[config.mk]
export PLATFORM = sky130hd
export DESIGN_NAME = flash_wseq
export DESIGN_NICKNAME = d
export VERILOG_FILES = /design/src/rtl/fws_pkg.sv /design/src/rtl/fws_ctrl.sv /design/src/rtl/fws_flags.sv /design/src/rtl/flash_wseq.sv
export SDC_FILE = /design/constraint.sdc
export NUM_CORES = 1
export LEC_CHECK = 0
export BUFFER_PORTS_ARGS = -buffer_cell sky130_fd_sc_hd__buf_2
export CAP_MARGIN = 10
export CORE_MARGIN = 2
export CORE_UTILIZATION = 30
export DETAILED_ROUTE_END_ITERATION = 8
export PLACE_DENSITY = 0.52
export SYNTH_ARGS = -nofsm -noshare
export SYNTH_HDL_FRONTEND = slang
export SYNTH_SLANG_ARGS = --single-unit
[constraint.sdc]
create_clock -name clk -period 4 [get_ports clk]
set_clock_uncertainty 0.2 [all_clocks]
set_input_delay 0.4 -clock clk [delete_from_list [all_inputs] [get_ports clk]]
set_output_delay 0.4 -clock clk [all_outputs]
set_load 0.02 [all_outputs]
[src/rtl/fws_pkg.sv]
package fws_pkg;
   typedef enum logic [1:0] {
      ST_IDLE   = 2'b00,
      ST_SUBMIT = 2'b01,
      ST_WAIT   = 2'b10,
      ST_DRAIN  = 2'b11
   } fws_state_e;

   localparam int F_IDL = 0;
   localparam int F_FIN = 1;
   localparam int F_ERR = 2;
   localparam int NFLAG = 3;
endpackage

[src/rtl/fws_ctrl.sv]
module fws_ctrl
   import fws_pkg::*;
#(
   parameter int AW        = 16,
   parameter int DW        = 16,
   parameter int TW        = 8,
   parameter int DRAIN_CYC = 11
) (
   input  logic          clk,
   input  logic          rst_n,
   input  logic          en,
   input  logic          req_valid,
   input  logic [AW-1:0] req_addr,
   input  logic [DW-1:0] req_data,
   input  logic [TW-1:0] tmo_limit,
   input  logic          fl_done,
   output fws_state_e    state,
   output logic          fl_cmd,
   output logic [AW-1:0] fl_addr,
   output logic [DW-1:0] fl_data,
   output logic          ev_fin,
   output logic          ev_err,
   output logic          ev_idl
);
   localparam int DCW = $clog2(DRAIN_CYC + 1);
   localparam logic [DCW-1:0] DLAST = DCW'(DRAIN_CYC - 1);

   fws_state_e     nxt;
   logic [TW-1:0]  tcnt;
   logic [DCW-1:0] dcnt;
   logic           en_q;
   logic           tmo_hit;

   assign tmo_hit = ({1'b0, tcnt} + {{TW{1'b0}}, 1'b1}) >= {1'b0, tmo_limit};

   always_comb begin
      nxt    = state;
      ev_fin = 1'b0;
      ev_err = 1'b0;
      unique case (state)
         ST_IDLE:   if (en && req_valid) nxt = ST_SUBMIT;
         ST_SUBMIT: nxt = en ? ST_WAIT : ST_DRAIN;
         ST_WAIT: begin
            if (!en) begin
               nxt = ST_DRAIN;
            end else if (fl_done) begin
               nxt    = ST_IDLE;
               ev_fin = 1'b1;
            end else if (tmo_hit) begin
               nxt    = ST_IDLE;
               ev_err = 1'b1;
            end
         end
         ST_DRAIN:  if (fl_done || dcnt == DLAST) nxt = ST_IDLE;
         default:   nxt = ST_IDLE;
      endcase
   end

   assign ev_idl = ev_fin | ev_err | (en & ~en_q);
   assign fl_cmd = (state == ST_SUBMIT);

   always_ff @(posedge clk or negedge rst_n) begin
      if (!rst_n) begin
         state   <= ST_IDLE;
         tcnt    <= '0;
         dcnt    <= '0;
         en_q    <= 1'b0;
         fl_addr <= '0;
         fl_data <= '0;
      end else begin
         state <= nxt;
         en_q  <= en;
         tcnt  <= (state == ST_WAIT && nxt == ST_WAIT) ? tcnt + 1'b1 : '0;
         dcnt  <= (state == ST_DRAIN && nxt == ST_DRAIN) ? dcnt + 1'b1 : '0;
         if (state == ST_IDLE && nxt == ST_SUBMIT) begin
            fl_addr <= req_addr;
            fl_data <= req_data;
         end
      end
   end

   a_r2_submit_to_wait: assert property (@(posedge clk) disable iff (!rst_n)
      (state == ST_SUBMIT && en) |=> (state == ST_WAIT));
   a_r3_drain_exit: assert property (@(posedge clk) disable iff (!rst_n)
      (state == ST_DRAIN && dcnt == DLAST) |=> (state == ST_IDLE));
   a_r4_done_to_idle: assert property (@(posedge clk) disable iff (!rst_n)
      (state == ST_WAIT && en && fl_done) |=> (state == ST_IDLE));
   a_r11_busy_keeps_addr: assert property (@(posedge clk) disable iff (!rst_n)
      (state != ST_IDLE) |=> $stable(fl_addr));
endmodule

[src/rtl/fws_flags.sv]
module fws_flags #(
   parameter int NF = 3
) (
   input  logic          clk,
   input  logic          rst_n,
   input  logic [NF-1:0] set,
   input  logic          sw_wr,
   input  logic [NF-1:0] sw_wdata,
   input  logic [NF-1:0] hw_clr,
   output logic [NF-1:0] flags
);
   for (genvar i = 0; i < NF; i++) begin : g_bit
      always_ff @(posedge clk or negedge rst_n) begin
         if (!rst_n)                        flags[i] <= 1'b0;
         else if (set[i])                   flags[i] <= 1'b1;
         else if (hw_clr[i])                flags[i] <= 1'b0;
         else if (sw_wr && !sw_wdata[i])    flags[i] <= 1'b0;
      end

      a_r12_set_wins: assert property (@(posedge clk) disable iff (!rst_n)
         set[i] |=> flags[i]);
      a_r7_one_keeps: assert property (@(posedge clk) disable iff (!rst_n)
         (flags[i] && sw_wr && sw_wdata[i] && !hw_clr[i]) |=> flags[i]);
   end
endmodule

[src/rtl/flash_wseq.sv]
module flash_wseq
   import fws_pkg::*;
#(
   parameter int AW        = 16,
   parameter int DW        = 16,
   parameter int TW        = 8,
   parameter int DRAIN_CYC = 11,
   parameter bit REG_IRQ   = 1'b0
) (
   input  logic             clk,
   input  logic             rst_n,
   input  logic             cfg_en,
   input  logic [NFLAG-1:0] cfg_irq_en,
   input  logic             cfg_dma_en,
   input  logic [TW-1:0]    tmo_limit,
   input  logic             req_valid,
   input  logic [AW-1:0]    req_addr,
   input  logic [DW-1:0]    req_data,
   input  logic             flag_wr,
   input  logic [NFLAG-1:0] flag_wdata,
   input  logic             rd_rmw,
   output logic [NFLAG-1:0] flag_rd,
   output logic [1:0]       seq_code,
   output logic             fl_free,
   output logic             fl_cmd,
   output logic [AW-1:0]    fl_addr,
   output logic [DW-1:0]    fl_data,
   input  logic             fl_done,
   output logic             irq,
   output logic             dma_req,
   input  logic             dma_ack
);
   if (DRAIN_CYC < 1) begin : g_bad_drain
      $error("DRAIN_CYC must be at least 1");
   end
   if (TW < 1 || AW < 1 || DW < 1) begin : g_bad_width
      $error("widths must be positive");
   end

   fws_state_e       state;
   logic             ev_fin, ev_err, ev_idl;
   logic [NFLAG-1:0] set_v, clr_v, flags;

   fws_ctrl #(.AW(AW), .DW(DW), .TW(TW), .DRAIN_CYC(DRAIN_CYC)) u_ctrl (
      .clk(clk), .rst_n(rst_n), .en(cfg_en),
      .req_valid(req_valid), .req_addr(req_addr), .req_data(req_data),
      .tmo_limit(tmo_limit), .fl_done(fl_done),
      .state(state), .fl_cmd(fl_cmd), .fl_addr(fl_addr), .fl_data(fl_data),
      .ev_fin(ev_fin), .ev_err(ev_err), .ev_idl(ev_idl)
   );

   always_comb begin
      set_v        = '0;
      set_v[F_IDL] = ev_idl;
      set_v[F_FIN] = ev_fin;
      set_v[F_ERR] = ev_err;
      clr_v        = '0;
      clr_v[F_IDL] = dma_ack & dma_req;
      clr_v[F_FIN] = dma_ack & dma_req;
   end

   fws_flags #(.NF(NFLAG)) u_flags (
      .clk(clk), .rst_n(rst_n), .set(set_v),
      .sw_wr(flag_wr), .sw_wdata(flag_wdata), .hw_clr(clr_v), .flags(flags)
   );

   assign flag_rd  = rd_rmw ? {NFLAG{1'b1}} : flags;
   assign seq_code = state;
   assign fl_free  = (state == ST_IDLE);
   assign dma_req  = flags[F_IDL] & cfg_dma_en;

   if (REG_IRQ) begin : g_irq_reg
      always_ff @(posedge clk or negedge rst_n) begin
         if (!rst_n) irq <= 1'b0;
         else        irq <= |(flags & cfg_irq_en);
      end
   end else begin : g_irq_comb
      assign irq = |(flags & cfg_irq_en);
      a_r9_irq_needs_flag: assert property (@(posedge clk) disable iff (!rst_n)
         irq |-> (|flags));
   end

   a_r10_dma_hold: assert property (@(posedge clk) disable iff (!rst_n)
      (dma_req && !dma_ack && !(flag_wr && !flag_wdata[F_IDL])) |=> (dma_req || !cfg_dma_en));
   a_r3_drain_blocks: assert property (@(posedge clk) disable iff (!rst_n)
      ($past(state) == ST_WAIT && !$past(cfg_en)) |-> !fl_free);
endmodule

==> impl_metrics.csv <==
group,metric,value,unit
worst_setup_path,r2r_end,"u_flags.flags[2]",
worst_setup_path,path_max_fanout,5,
worst_setup_path,crit_path_max_incr_delay,410,ps
detailed_routing,dr.pass1.iters,4,
global_route,grt_max_degree,51,
global_route,antenna_found_initial,0,
synthesis,netlist_area,2330,um^2
synthesis,synth_fa_ha_area_share,5.91,%
synthesis,avgSynthCellArea,12.7,um^2
power,p_leak,0.00149,uW
die,die_area,8480,um^2
placement,dp.cells,379,
timing,holdWs,-3.31,ps
detailed_routing,drc,0,
detailed_routing,finalWirelength,4680,um
clock_tree,cts_tree,"built",
global_route,grt_first_pass_wirelength,7750,um
detailed_routing,avgViaCountPerCell,4.32,
power,ir_drop,0.279,mV
finish,fillers,784,
detailed_routing,wire_per_inst,12.1,um
synthesis,syn-num-nets,250,
detailed_routing,first_iter_violations,51,
clock_tree,numClockSinks,50,
die,initial_core_util,30.6,%
global_route,grt_overflow,0,
die,die_y,92.1,um
synthesis,synth.top_cells.by_area,"dfrtp_1, mux2_2, ha_1, nor2b_1, inv_1",
die,rows,32,
global_route,grt_pass1_vias,1696,
timing,layout_min_cycle_time,2400,ps
synthesis,synth_compound_area_share,6.88,%
status,violations,"hold timing",
placement,portBuffers,95,
clock_tree,cts-htree-levels,2,
worst_setup_path,path_class,"register to register",
clock_tree,clk_pin_slew_worst_paths,90,ps
timing,hold_viol_final,4,
worst_setup_path,cp.required,4000,ps
synthesis,synthCells,184,
timing,maxSlewViolCount,0,
finish,fin_util,39.3,%
clock_tree,postCtsHoldBufs,0,
die,core,7610,um^2
finish,area_growth,28.4,%
placement,place_congestion,0.710,
run,maxCapViolations,0,
clock_tree,numCtsBuffers,5,
finish,nets,350,
synthesis,synthXorXnorAreaFrac,3.01,%
synthesis,synth_ff_type,"dfrtp_1",
synthesis,yosys.area.top_type_share,53.7,%
worst_setup_path,path_depth,9,
synthesis,synthSimpleGateAreaFrac,10.7,%
finish,layoutNonFillerInstCount,386,
timing,post-route-period-util,60.0,%
clock_tree,cts-root-buf,"clkbuf_8",
synthesis,synth-seq-cells,50,
timing,finalSetupTns,0,ps
finish,regArea,1250,um^2
placement,hpwl,3540,um
clock_tree,cts_setup_buffers,0,
worst_setup_path,cp.buffers_inverters,0,
status,status,"finished with violations",
die,die_w,92.1,um
synthesis,yosys.area.top_type,"dfrtp_1",
worst_setup_path,crit_slowest_cell,"dfrtp_1",
detailed_routing,ant_nets,0,
placement,pre_cts_ws,1580,ps
synthesis,synth_top_family_by_area,"multiplexers",
synthesis,async_reset_ff_share,100,%
worst_setup_path,arrival,2400,ps
worst_setup_path,path_delay_family,"compound AO/OA/AOI/OAI gates",
finish,fin_area,2990,um^2
synthesis,synth_edf_count,0,
worst_setup_path,worst-r2r-cell-count,9,
global_route,track_usage,11.3,%
worst_setup_path,worstSetupEndpointType,"register",
timing,fin_ws,1600,ps
finish,final_layout_size_suffix_gt1_share,51.4,%
finish,multi_input_area,990,um^2
clock_tree,clk_path_buf_depth,2,
synthesis,ys_warn_count,0,
synthesis,muxShareOfSynthArea,16.0,%
timing,worstMarginPinSlew,636,ps
timing,setup_viol,0,
worst_setup_path,reg2reg_setup_slack,1600,ps
timing,relSlewSlack,57.6,%
timing,rsz0062_at_grt,"no",
clock_tree,clk_latency,300,ps
worst_setup_path,crit_chain,"ha_1 -> nand2_1 -> xnor2_1 -> ha_1 -> a211oi_2 -> nand2_1 -> a31oi_2 -> o21ai_1 -> a22o_2",
placement,place_area,2910,um^2
synthesis,yosysSeqAreaShare,53.7,%
die,pin_count,96,
timing,fmax,417,MHz
power,power-per-cell-area,625,nW/um^2
worst_setup_path,critPathLaunchType,"register",
synthesis,synth_cell_types,34,
detailed_routing,via_count,1669,
hold_path,min_path_type,"primary input to async pin",
finish,num_antenna_cells,0,
worst_setup_path,r2r_start,"u_ctrl.tcnt[0]",
clock_tree,post_cts_resized,0,
[stage by stage]
step / power, uW / hold slack, ps
3_5_place_dp: 1610 / 274
2_1_floorplan: 1320 / -95.6
6_report: 1870 / -3.31
4_1_cts: 1900 / 19.8
3_3_place_gp: 1600 / 262
5_1_grt: 2000 / 41.3
[placed cells by master (no fill, tap or decap), types with 3 or more instances in the layout]
master,synthesis,layout
buf_2,1,95
clkbuf_8,0,5
dfrtp_1,50,50
ha_1,11,11
inv_1,13,13
mux2_2,31,31
nand2_1,7,7
nand2b_1,3,3
nand3_1,8,8
nor2_1,10,10
nor2b_1,8,8
o21ai_0,6,6
or2_2,3,3
xnor2_1,5,5
xor2_1,3,3
[flip-flops by register name, indices dropped and copies added, names as in the netlist]
register	count
u_ctrl.fl_addr	16
u_ctrl.fl_data	16
u_ctrl.tcnt	8
u_ctrl.dcnt	4
u_flags.flags	3
u_ctrl.state	2
u_ctrl.en_q	1
[power by group]
| group | total, uW | switching, uW | internal [uW] |
|---|---|---|---|
| logic | 783 | 450 | 333 |
| registers | 798 | 108 | 690 |
| clock network | 287 | 166 | 121 |
[synthesized netlist by cell type, types with 2 or more instances]
master    instances
nand3_1           8
nor2_1           10
ha_1             11
o21ai_0           6
xnor2_1           5
dfrtp_1          50
xor2_1            3
nand2b_1          3
nand2_1           7
or2_2             3
a21oi_1           2
nor2b_1           8
mux2_2           31
nand3b_1          2
mux2_1            2
buf_6             3
inv_1            13
[routing by layer]
metal,track usage (%),share of wire (%),vias to the layer above
met5,0,0,-
met4,3.36,0.81,0
met3,2.96,5.9,4
met2,19.3,50,50
met1,14.2,44,778
li1,-,-,837
[how the worst max path moves through the flow]
stage | startpoint | end | slack (ps)
4_1_cts | u_ctrl.tcnt[0] | u_flags.flags[2] | 1570
5_1_grt | u_ctrl.tcnt[2] | u_ctrl.tcnt[3] | 1380
6_report | u_ctrl.tcnt[0] | u_flags.flags[2] | 1600
2_1_floorplan | u_ctrl.tcnt[0] | u_flags.flags[2] | 1770
3_3_place_gp | u_ctrl.tcnt[2] | u_flags.flags[2] | 1600
3_5_place_dp | u_ctrl.tcnt[0] | u_flags.flags[2] | 1580
[cell type report]
| cell class | count | share of cell area [%] |
|---|---|---|
| Clock inverter | 2 | 0.460 |
| Clock buffer | 5 | 2.30 |
| Inverter | 13 | 1.63 |
| Sequential cell | 50 | 41.8 |
| Timing Repair Buffer | 97 | 16.4 |
| Multi-Input combinational cell | 117 | 33.1 |
| Tap cell | 102 | 4.27 |
[logic make-up (layout without fill, tap and decap cells)]
| kind of cell | count (synthesis) | after routing |
|---|---|---|
| simple gates | 46 | 46 |
| xor+xnor | 8 | 8 |
| buf+inv | 17 | 117 |
| compound gates | 19 | 19 |
| fa+ha+maj | 11 | 11 |
| mux | 33 | 33 |
| flops | 50 | 50 |
Power figures use the tool's default switching activity.
